===== config.mk =====
export PLATFORM = sky130hd
export DESIGN_NAME = txdesc_dma
export DESIGN_NICKNAME = d
export VERILOG_FILES = /design/src/rtl/txd_pkg.sv /design/src/rtl/txd_walker.sv /design/src/rtl/txd_fields.sv /design/src/rtl/txd_cursor.sv /design/src/rtl/txdesc_dma.sv
export SDC_FILE = /design/constraint.sdc
export NUM_CORES = 1
export LEC_CHECK = 0
export BUFFER_PORTS_ARGS = -buffer_cell sky130_fd_sc_hd__buf_4
export CAP_MARGIN = 10
export CORE_MARGIN = 2
export CORE_UTILIZATION = 60
export CTS_BUF_LIST = sky130_fd_sc_hd__clkbuf_2 sky130_fd_sc_hd__clkbuf_4 sky130_fd_sc_hd__clkbuf_8
export DETAILED_ROUTE_END_ITERATION = 7
export HOLD_SLACK_MARGIN = 0.12
export PLACE_DENSITY = 0.83
export SETUP_SLACK_MARGIN = 0.3
export SLEW_MARGIN = 10
export SYNTH_ARGS = -nofsm -noshare
export SYNTH_HDL_FRONTEND = slang
export SYNTH_SLANG_ARGS = --single-unit

===== constraint.sdc =====
create_clock -name clk -period 3.7 [get_ports clk]
set_input_delay 0 -clock clk [delete_from_list [all_inputs] [get_ports clk]]
set_output_delay 0 -clock clk [all_outputs]
set_load 0.01 [all_outputs]

===== src/rtl/txd_pkg.sv =====
package txd_pkg;

  localparam int DATA_W     = 32;
  localparam int LEN_W      = 16;
  localparam int BLEN_LSB   = 16;
  localparam int POLICY_BIT = 15;
  localparam int QN_W       = 4;
  localparam int BYTE_W     = 8;

  typedef enum logic [2:0] {
    S_IDLE,
    S_DESC,
    S_CHECK,
    S_BYTE,
    S_SEND,
    S_BDRET,
    S_NEXT,
    S_PDRET
  } txd_state_e;

  function automatic logic [LEN_W-1:0] word_blen(input logic [DATA_W-1:0] w);
    return w[BLEN_LSB +: LEN_W];
  endfunction

  function automatic logic word_policy(input logic [DATA_W-1:0] w);
    return w[POLICY_BIT];
  endfunction

  function automatic logic [QN_W-1:0] word_qnum(input logic [DATA_W-1:0] w);
    return w[QN_W-1:0];
  endfunction

endpackage


===== src/rtl/txd_walker.sv =====
module txd_walker
  import txd_pkg::*;
#(
  parameter int AW = 12
) (
  input  logic          clk,
  input  logic          rst_n,
  input  logic          txq_valid,
  input  logic [AW-1:0] txq_ptr,
  input  logic          rd_rsp_valid,
  input  logic          tx_ready,
  input  logic          ret_ready,
  input  logic          buf_empty,
  input  logic          pkt_empty,
  input  logic          next_null,
  input  logic          policy,
  input  logic [AW-1:0] next_ptr,
  output txd_state_e    state,
  output logic [1:0]    widx,
  output logic          first,
  output logic [AW-1:0] cur_ptr,
  output logic [AW-1:0] pd_ptr,
  output logic          cap_en,
  output logic          byte_ld,
  output logic          byte_adv
);

  logic finish_pkt;

  assign cap_en     = (state == S_DESC) && rd_rsp_valid;
  assign byte_ld    = (state == S_BYTE) && rd_rsp_valid;
  assign byte_adv   = (state == S_SEND) && tx_ready;
  assign finish_pkt = next_null || (!policy && pkt_empty);

  always_ff @(posedge clk or negedge rst_n) begin
    if (!rst_n) begin
      state   <= S_IDLE;
      widx    <= 2'd0;
      first   <= 1'b0;
      cur_ptr <= '0;
      pd_ptr  <= '0;
    end else begin
      case (state)
        S_IDLE: begin
          if (txq_valid) begin
            pd_ptr  <= txq_ptr;
            cur_ptr <= txq_ptr;
            widx    <= 2'd0;
            first   <= 1'b1;
            state   <= S_DESC;
          end
        end
        S_DESC: begin
          if (rd_rsp_valid) begin
            if (widx == 2'd3) state <= S_CHECK;
            else              widx  <= widx + 2'd1;
          end
        end
        S_CHECK: begin
          if (!pkt_empty && !buf_empty) state <= S_BYTE;
          else if (policy && !first)    state <= S_BDRET;
          else                          state <= S_NEXT;
        end
        S_BYTE: begin
          if (rd_rsp_valid) state <= S_SEND;
        end
        S_SEND: begin
          if (tx_ready) state <= S_CHECK;
        end
        S_BDRET: begin
          if (ret_ready) state <= S_NEXT;
        end
        S_NEXT: begin
          if (finish_pkt) begin
            state <= S_PDRET;
          end else begin
            cur_ptr <= next_ptr;
            widx    <= 2'd1;
            first   <= 1'b0;
            state   <= S_DESC;
          end
        end
        S_PDRET: begin
          if (ret_ready) state <= S_IDLE;
        end
        default: state <= S_IDLE;
      endcase
    end
  end

endmodule


===== src/rtl/txd_fields.sv =====
module txd_fields
  import txd_pkg::*;
#(
  parameter int AW = 12
) (
  input  logic              clk,
  input  logic              rst_n,
  input  logic              cap_en,
  input  logic [1:0]        widx,
  input  logic              first,
  input  logic [DATA_W-1:0] rdata,
  output logic [LEN_W-1:0]  blen,
  output logic              policy,
  output logic [QN_W-1:0]   pd_qnum,
  output logic [QN_W-1:0]   bd_qnum,
  output logic [AW-1:0]     next_ptr
);

  always_ff @(posedge clk or negedge rst_n) begin
    if (!rst_n) begin
      blen     <= '0;
      policy   <= 1'b0;
      pd_qnum  <= '0;
      bd_qnum  <= '0;
      next_ptr <= '0;
    end else if (cap_en) begin
      case (widx)
        2'd2: begin
          blen    <= word_blen(rdata);
          bd_qnum <= word_qnum(rdata);
          if (first) begin
            policy  <= word_policy(rdata);
            pd_qnum <= word_qnum(rdata);
          end
        end
        2'd3: next_ptr <= rdata[AW-1:0];
        default: ;
      endcase
    end
  end

  logic unused_fld;
  assign unused_fld = ^rdata;

endmodule


===== src/rtl/txd_cursor.sv =====
module txd_cursor
  import txd_pkg::*;
#(
  parameter int AW = 12
) (
  input  logic              clk,
  input  logic              rst_n,
  input  logic              cap_en,
  input  logic [1:0]        widx,
  input  logic              first,
  input  logic              byte_ld,
  input  logic              byte_adv,
  input  logic [DATA_W-1:0] rdata,
  input  logic [LEN_W-1:0]  blen,
  output logic [BYTE_W-1:0] tx_byte,
  output logic [AW+1:0]     bptr,
  output logic              buf_empty,
  output logic              pkt_empty
);

  localparam int LANES = DATA_W / BYTE_W;

  logic [LEN_W-1:0]  pkt_rem;
  logic [LEN_W-1:0]  bcnt;
  logic [BYTE_W-1:0] lane [LANES];

  for (genvar g = 0; g < LANES; g++) begin : g_lane
    assign lane[g] = rdata[g*BYTE_W +: BYTE_W];
  end

  assign buf_empty = (bcnt == blen);
  assign pkt_empty = (pkt_rem == '0);

  always_ff @(posedge clk or negedge rst_n) begin
    if (!rst_n) begin
      pkt_rem <= '0;
      bcnt    <= '0;
      bptr    <= '0;
      tx_byte <= '0;
    end else begin
      if (cap_en && first && widx == 2'd0) pkt_rem <= rdata[LEN_W-1:0];
      if (cap_en && widx == 2'd1) begin
        bptr <= rdata[AW+1:0];
        bcnt <= '0;
      end
      if (byte_ld) tx_byte <= lane[bptr[1:0]];
      if (byte_adv) begin
        bptr    <= bptr + 1'b1;
        bcnt    <= bcnt + 1'b1;
        pkt_rem <= pkt_rem - 1'b1;
      end
    end
  end

endmodule


===== src/rtl/txdesc_dma.sv =====
module txdesc_dma
  import txd_pkg::*;
#(
  parameter int AW = 12
) (
  input  logic          clk,
  input  logic          rst_n,
  input  logic          txq_valid,
  input  logic [AW-1:0] txq_ptr,
  output logic          txq_ready,
  output logic          rd_req,
  output logic [AW-1:0] rd_addr,
  input  logic          rd_rsp_valid,
  input  logic [31:0]   rd_rsp_data,
  output logic          tx_valid,
  output logic [7:0]    tx_data,
  input  logic          tx_ready,
  output logic          ret_valid,
  output logic [AW-1:0] ret_ptr,
  output logic [3:0]    ret_qnum,
  input  logic          ret_ready
);

  txd_state_e       st;
  logic [1:0]       widx;
  logic             first;
  logic [AW-1:0]    cur_ptr;
  logic [AW-1:0]    pd_ptr;
  logic             cap_en;
  logic             byte_ld;
  logic             byte_adv;
  logic [LEN_W-1:0] blen;
  logic             policy;
  logic [QN_W-1:0]  pd_qnum;
  logic [QN_W-1:0]  bd_qnum;
  logic [AW-1:0]    next_ptr;
  logic [AW+1:0]    bptr;
  logic             buf_empty;
  logic             pkt_empty;
  logic [7:0]       tx_byte;

  txd_walker #(.AW(AW)) u_walk (
    .clk(clk), .rst_n(rst_n), .txq_valid(txq_valid), .txq_ptr(txq_ptr),
    .rd_rsp_valid(rd_rsp_valid), .tx_ready(tx_ready), .ret_ready(ret_ready),
    .buf_empty(buf_empty), .pkt_empty(pkt_empty), .next_null(next_ptr == '0),
    .policy(policy), .next_ptr(next_ptr), .state(st), .widx(widx),
    .first(first), .cur_ptr(cur_ptr), .pd_ptr(pd_ptr), .cap_en(cap_en),
    .byte_ld(byte_ld), .byte_adv(byte_adv)
  );

  txd_fields #(.AW(AW)) u_fld (
    .clk(clk), .rst_n(rst_n), .cap_en(cap_en), .widx(widx), .first(first),
    .rdata(rd_rsp_data), .blen(blen), .policy(policy), .pd_qnum(pd_qnum),
    .bd_qnum(bd_qnum), .next_ptr(next_ptr)
  );

  txd_cursor #(.AW(AW)) u_cur (
    .clk(clk), .rst_n(rst_n), .cap_en(cap_en), .widx(widx), .first(first),
    .byte_ld(byte_ld), .byte_adv(byte_adv), .rdata(rd_rsp_data), .blen(blen),
    .tx_byte(tx_byte), .bptr(bptr), .buf_empty(buf_empty), .pkt_empty(pkt_empty)
  );

  assign txq_ready = (st == S_IDLE);
  assign rd_req    = (st == S_DESC) || (st == S_BYTE);
  assign rd_addr   = (st == S_DESC) ? (cur_ptr + {{(AW-2){1'b0}}, widx}) : bptr[AW+1:2];
  assign tx_valid  = (st == S_SEND);
  assign tx_data   = tx_byte;
  assign ret_valid = (st == S_BDRET) || (st == S_PDRET);
  assign ret_ptr   = (st == S_PDRET) ? pd_ptr : cur_ptr;
  assign ret_qnum  = (st == S_PDRET) ? pd_qnum : bd_qnum;

endmodule


Yosys cells after proc, flatten, opt, wreduce, memory -nomap -nowiden
Cells that the tools add are included.

storage, ports and cells
  flip-flop bits (word level) = 121
  output and inout port bits = 40
  logic and storage cells = 106

operators by class
  reduce and logical (&&, ||, !) cells = 31
  equal/unequal tests = 20
  bitwise operators = 1
  mux-type cells = 34
  magnitude comparators = 1
  $add $sub $neg = 5

operators by type and width
  kind                                                                  number
  16-bit 2-to-1 mux                                                     4
  12-bit 2-to-1 mux                                                     4
  14-bit 2-to-1 mux                                                     2
  3-bit 2-to-1 mux                                                      9
  12-bit one-hot mux with 2 select lines                                1
  3-bit one-hot mux with 8 select lines                                 1
  16-bit by 1-bit adder with 16-bit output, second input constant       1
  8-bit binary-select mux with 2-bit select                             1
  16-bit == test                                                        1
  16-bit logical NOT                                                    1
  8-bit 2-to-1 mux                                                      2
  16-bit by 1-bit subtractor with 16-bit output, second input constant  1
  14-bit by 1-bit adder with 14-bit output, second input constant       1
  2-bit != test, second input constant                                  7
  12-bit by 2-bit adder with 12-bit output                              1
  3-bit == test, second input constant                                  4
  12-bit logical NOT                                                    1
  2-bit 2-to-1 mux                                                      5
  1-bit logical AND                                                     9
  7-bit AND reduction                                                   1
  3-bit by 2-bit == test with 1-bit output, second input constant       2
  2-bit one-hot mux with 3 select lines                                 1
  2-bit AND reduction                                                   3
  3-bit AND reduction                                                   2
  17 further kinds                                                      27

Logic depth before layout (Yosys ltp)
  depth in word-level cells = 6
  gate-level depth with buffers = 8
  depth with buffers taken out = 8

By module
A second synthesis with hierarchy kept.

second synthesis, totals
  cell total of the unflattened synthesis = 667
  area, all modules = 7128.1 sq um

modules (own cells, without submodules)
  module      cells an instance  sequential area each (sq um)  area each (sq um)  times used
  txd_cursor  357                1351.3                        3504.6             1
  txd_walker  147                750.7                         1581.5             1
  txd_fields  80                 925.9                         1386.3             1
  txdesc_dma  83                 0.0                           655.6              1

Worst setup path after synthesis
No wires, ideal clock.

  path kind = reg2reg
  from = reg u_cur.pkt_rem[2]
  to = reg u_walk.cur_ptr[10]
  cell stages (with the launch flop) = 8
  buffers on the path = 2
  data required time = 3.575 ns
  setup slack = 0.864 ns
  setup time = 0.125 ns
  arrival = 2.711 ns
  period minus slack after synthesis = 2.836 ns
  path through = dfrtp_1 > or4_1 > clkbuf_2 > or4_4 > or4_4 > a41o_4 > buf_6 > mux2_4

on the way
  cells in the longest elaborated chain, start to end = 5

RTL lines
  item                           line              text
  start, declared                txd_cursor.sv:23  logic [LEN_W-1:0] pkt_rem;
  start signal, assigned         txd_cursor.sv:41  if (cap_en && first && widx == 2'd0) pkt_rem <= rdata[LEN_W-1:0];
  start signal, assigned         txd_cursor.sv:50  pkt_rem <= pkt_rem - 1'b1;
  16-bit logical NOT             txd_cursor.sv:32  assign pkt_empty = (pkt_rem == '0);
  1-bit logical AND              txd_walker.sv:33  assign finish_pkt = next_null || (!policy && pkt_empty);
  1-bit logical OR               txd_walker.sv:33
  2-bit != test (no line)        --
  3-bit AND reduction (no line)  --
  end signal, assigned           txd_walker.sv:47  cur_ptr <= txq_ptr;
  end signal, assigned           txd_walker.sv:77  cur_ptr <= next_ptr;
  end, declared                  txd_walker.sv:21  output logic [AW-1:0] cur_ptr,

Every way passes these cells.
A chain may end at the register's enable or synchronous reset.

Final worst setup path
  from = reg u_cur.pkt_rem[8]
  to = reg u_walk.cur_ptr[11]

Same word-level chain as after synthesis.

==> impl_metrics.json <==
{
  "status": "complete, no violations",
  "drt_pass1_iterations": 6,
  "global_route_wire_length_before_repair_um": 30600,
  "power.switching_fraction_pct": 37.7,
  "post-route-util_pct": 77.2,
  "initial_utilization_pct": 61.7,
  "gr-usage-met1_pct": 42.7,
  "worst_ir_drop_on_vdd_mv": 0.378,
  "synthCells": 618,
  "grt_pass1_vias": 5795,
  "finalHoldWorstSlack_ns": 0.160,
  "worst-setup-path-type": "flip-flop to flip-flop",
  "pwr-share-comb_pct": 42.1,
  "drive_gt1_share_pct": 31.9,
  "antenna_violating_nets_post_route": 0,
  "grt_most_used_layer": "met2",
  "ctsHtreeMaxLevel": 4,
  "gr-usage-all-layers_pct": 33.9,
  "synth.net_count": 679,
  "cts.sink_count": 121,
  "area_growth_pct": 25.1,
  "groute.layer.met3.usage_pct": 8.30,
  "slew_viol_final": 0,
  "internal-power_w": 0.00413,
  "worst_setup_hold_path_clk_slew_ns": 0.08,
  "grt_remaining_overflow": 0,
  "drt_iter0_markers": 573,
  "postSynth.topFlopCell": "sky130_fd_sc_hd__dfrtp_1",
  "gp_congestion": 0.911,
  "die-height_um": 110,
  "clock_skew_ns": 0.0130,
  "power_frac_seq_pct": 39.2,
  "synth.avg_cell_area_um2": 10.8,
  "design_power_total_w": 0.00663,
  "postCtsSetupRepairBufs": 0,
  "tritoncts": "built",
  "synth_area_um2": 6690,
  "design.final.nets": 808,
  "detail_route.wirelength_um": 18900,
  "max_cap_viol_count": 0,
  "latest_clock_arrival_within_the_worst_skew_pair_ns": 0.44,
  "design.portCount": 90,
  "post-dp-hpwl_um": 12700,
  "start_kind": "flip-flop",
  "end_kind": "flip-flop",
  "clock_power_share_pct": 18.7,
  "rows": 38,
  "critical_path_data_required_time_ns": 4.02,
  "power.net_switching_w": 0.00250,
  "insertedDiodeCount": 0,
  "final_cell_count_no_fill": 899,
  "post_synth_num_cell_types": 56,
  "grt_antenna_before_repair": 0,
  "tns_ns": 0,
  "vias_per_cell": 6.40,
  "final-hold-violation-count": 0,
  "grt_start_max_net_pins": 62,
  "max_buffers_root_to_sink": 2,
  "static_leakage_nw": 3.85,
  "power.density_cell_area_nw_per_um2": 792,
  "setup_violations": 0,
  "clock_tree.root_cell": "sky130_fd_sc_hd__clkbuf_8",
  "rsz0062_at_grt": "no",
  "rel_slew_slack_pct": 48.2,
  "portBuffers": 89,
  "achievable-frequency_ghz": 0.341,
  "synth.ff_latch_count": 121,
  "cts_inserted_buffers": 17,
  "worst_pin_slew_ns": 0.777,
  "die_area_um2": 12000,
  "die_width_um": 110,
  "wl_per_cell_um": 21.1,
  "async_flop_share_pct": 100,
  "worstPathMaxFanout": 12,
  "core_ar_um2": 10800,
  "grt_use_met2_pct": 56.1,
  "timing.final.crit_share_pct": 79.2,
  "worst_hold_path_type": "input port to flip-flop",
  "crit_arrival_ns": 3.25,
  "placed_cells_incl_taps": 820,
  "yosysWarningCount": 0,
  "via_count": 5756,
  "synth_enable_flop_cells": 0,
  "layout_min_cycle_time_ns": 2.93,
  "yosysSeqAreaShare_pct": 45.3,
  "post-route-drc-count": 0
}
==> area by class of cell <==
class,instances,area [um^2]
Tap cell,140,175
Sequential cell,121,3030
Timing Repair Buffer,145,1210
Fill cell,667,2470
Inverter,9,33.8
Multi-Input combinational cell,453,3500
Clock inverter,6,85.1
Clock buffer,25,338
==> flip-flops by register name, indices dropped and copies added, names as in the netlist <==
name            count
u_cur.bcnt         16
u_cur.bptr         14
u_cur.pkt_rem      16
u_cur.tx_byte       8
u_fld.bd_qnum       4
u_fld.blen         16
u_fld.next_ptr     12
u_fld.pd_qnum       4
u_fld.policy        1
u_walk.cur_ptr     12
u_walk.first        1
u_walk.pd_ptr      12
u_walk.state        3
u_walk.widx         2
==> layout by cell type (no fill, tap or decap), types with 3 or more instances in the layout <==
| cell type | Yosys | final |
|---|---|---|
| sky130_fd_sc_hd__a31oi_1 | 5 | 5 |
| sky130_fd_sc_hd__nand2_1 | 62 | 62 |
| sky130_fd_sc_hd__nor2b_1 | 7 | 7 |
| sky130_fd_sc_hd__nor4_1 | 14 | 14 |
| sky130_fd_sc_hd__nand4_1 | 17 | 17 |
| sky130_fd_sc_hd__o211ai_1 | 15 | 15 |
| sky130_fd_sc_hd__a21oi_1 | 18 | 18 |
| sky130_fd_sc_hd__or4_1 | 3 | 3 |
| sky130_fd_sc_hd__nor3_1 | 4 | 4 |
| sky130_fd_sc_hd__nand3_1 | 22 | 22 |
| sky130_fd_sc_hd__ha_1 | 10 | 10 |
| sky130_fd_sc_hd__dfrtp_1 | 121 | 121 |
| sky130_fd_sc_hd__buf_4 | 0 | 97 |
| sky130_fd_sc_hd__mux2i_1 | 11 | 11 |
| sky130_fd_sc_hd__a211oi_1 | 4 | 4 |
| sky130_fd_sc_hd__mux2_2 | 88 | 88 |
| sky130_fd_sc_hd__o21ai_0 | 27 | 27 |
| sky130_fd_sc_hd__dlygate4sd3_1 | 0 | 48 |
| sky130_fd_sc_hd__nor2_1 | 36 | 36 |
| sky130_fd_sc_hd__mux2_4 | 9 | 9 |
| sky130_fd_sc_hd__a221o_1 | 4 | 4 |
| sky130_fd_sc_hd__xor2_1 | 22 | 22 |
| sky130_fd_sc_hd__o311ai_0 | 9 | 9 |
| sky130_fd_sc_hd__and3_1 | 8 | 8 |
| sky130_fd_sc_hd__a21o_1 | 5 | 5 |
| sky130_fd_sc_hd__or3_1 | 3 | 3 |
| sky130_fd_sc_hd__clkbuf_8 | 0 | 24 |
| sky130_fd_sc_hd__inv_1 | 9 | 9 |
| sky130_fd_sc_hd__mux4_2 | 8 | 8 |
| sky130_fd_sc_hd__xnor2_1 | 6 | 6 |
| sky130_fd_sc_hd__nor3b_1 | 5 | 4 |
| sky130_fd_sc_hd__and2_1 | 3 | 3 |
==> critical path: stages, from the launching register on <==
cell and delay [ns]:
sky130_fd_sc_hd__dfrtp_1 0.46, sky130_fd_sc_hd__or4_1 0.65, sky130_fd_sc_hd__or3_1 0.43, sky130_fd_sc_hd__or4_4 0.57
sky130_fd_sc_hd__a41o_4 0.37, sky130_fd_sc_hd__mux2_4 0.32
==> power by group through the flow <==
stage          logic [W]  clock network (W)  registers, W
6_report         0.00279            0.00124       0.00260
5_1_grt          0.00302            0.00131       0.00268
4_1_cts          0.00276            0.00124       0.00257
3_5_place_dp     0.00269                  0       0.00258
3_3_place_gp     0.00259                  0       0.00252
2_1_floorplan    0.00194                  0       0.00229
==> routing by layer <==
layer / share of wire (%) / vias up
met1: 39 / 2859
li1: - / 2545
met5: 0 / -
met2: 51 / 294
met3: 7.7 / 58
met4: 3.2 / 0
==> final timing paths <==
kind	start	endpoint	slack [ns]	cells past startpoint
worst max-delay path	u_cur.pkt_rem[8]	u_walk.cur_ptr[11]	0.77	5
worst min register to register	u_fld.pd_qnum[0]	u_fld.pd_qnum[0]	0.50	1
worst min-delay path	rd_rsp_valid	u_cur.bptr[2]	0.16	4
max in group asynchronous	rst_n	u_cur.bptr[12]	2.59	3
worst max register to register	u_cur.pkt_rem[8]	u_walk.cur_ptr[11]	0.77	5
min in group asynchronous	rst_n	u_walk.pd_ptr[10]	0.18	2
==> metrics by stage <==
stage / instance area, um^2 / setup slack, ns
global placement: 7460 / 0.863
global route: 8370 / 0.721
CTS: 8370 / 0.809
detailed placement: 7460 / 0.825
finish: 8370 / 0.770
floorplan: 6690 / 0.864
==> synthesized netlist by cell type (14+ instances only) <==
| library cell | n | area (um^2) |
|---|---|---|
| sky130_fd_sc_hd__a21oi_1 | 18 | 90.1 |
| sky130_fd_sc_hd__clkbuf_1 | 27 | 101 |
| sky130_fd_sc_hd__dfrtp_1 | 121 | 3030 |
| sky130_fd_sc_hd__mux2_2 | 88 | 991 |
| sky130_fd_sc_hd__nand2_1 | 62 | 233 |
| sky130_fd_sc_hd__nand3_1 | 22 | 110 |
| sky130_fd_sc_hd__nand4_1 | 17 | 106 |
| sky130_fd_sc_hd__nor2_1 | 36 | 135 |
| sky130_fd_sc_hd__nor4_1 | 14 | 87.6 |
| sky130_fd_sc_hd__o211ai_1 | 15 | 113 |
| sky130_fd_sc_hd__o21ai_0 | 27 | 135 |
| sky130_fd_sc_hd__xor2_1 | 22 | 193 |
==> cells by family (layout without fill, tap and decap cells) <==
kind of cell,Yosys count,count (layout),synth area share [%]
AND/OR/NAND/NOR,195,195,14.6
flip-flops,121,121,45.3
multiplexers,116,116,21.2
AO/OA/AOI/OAI,103,103,10.5
buffers and inverters,44,185,2.62
XOR/XNOR,28,28,3.67
adder cells (fa/ha/maj),11,11,2.17
==> timing repair <==
| item | 4_1_cts | 5_1_grt |
|---|---|---|
| endpoints found under the hold margin | 161 | 0 |
| resized for setup | 0 | 0 |
| hold buffers | 48 | 0 |
Power figures use the tool's default switching activity.
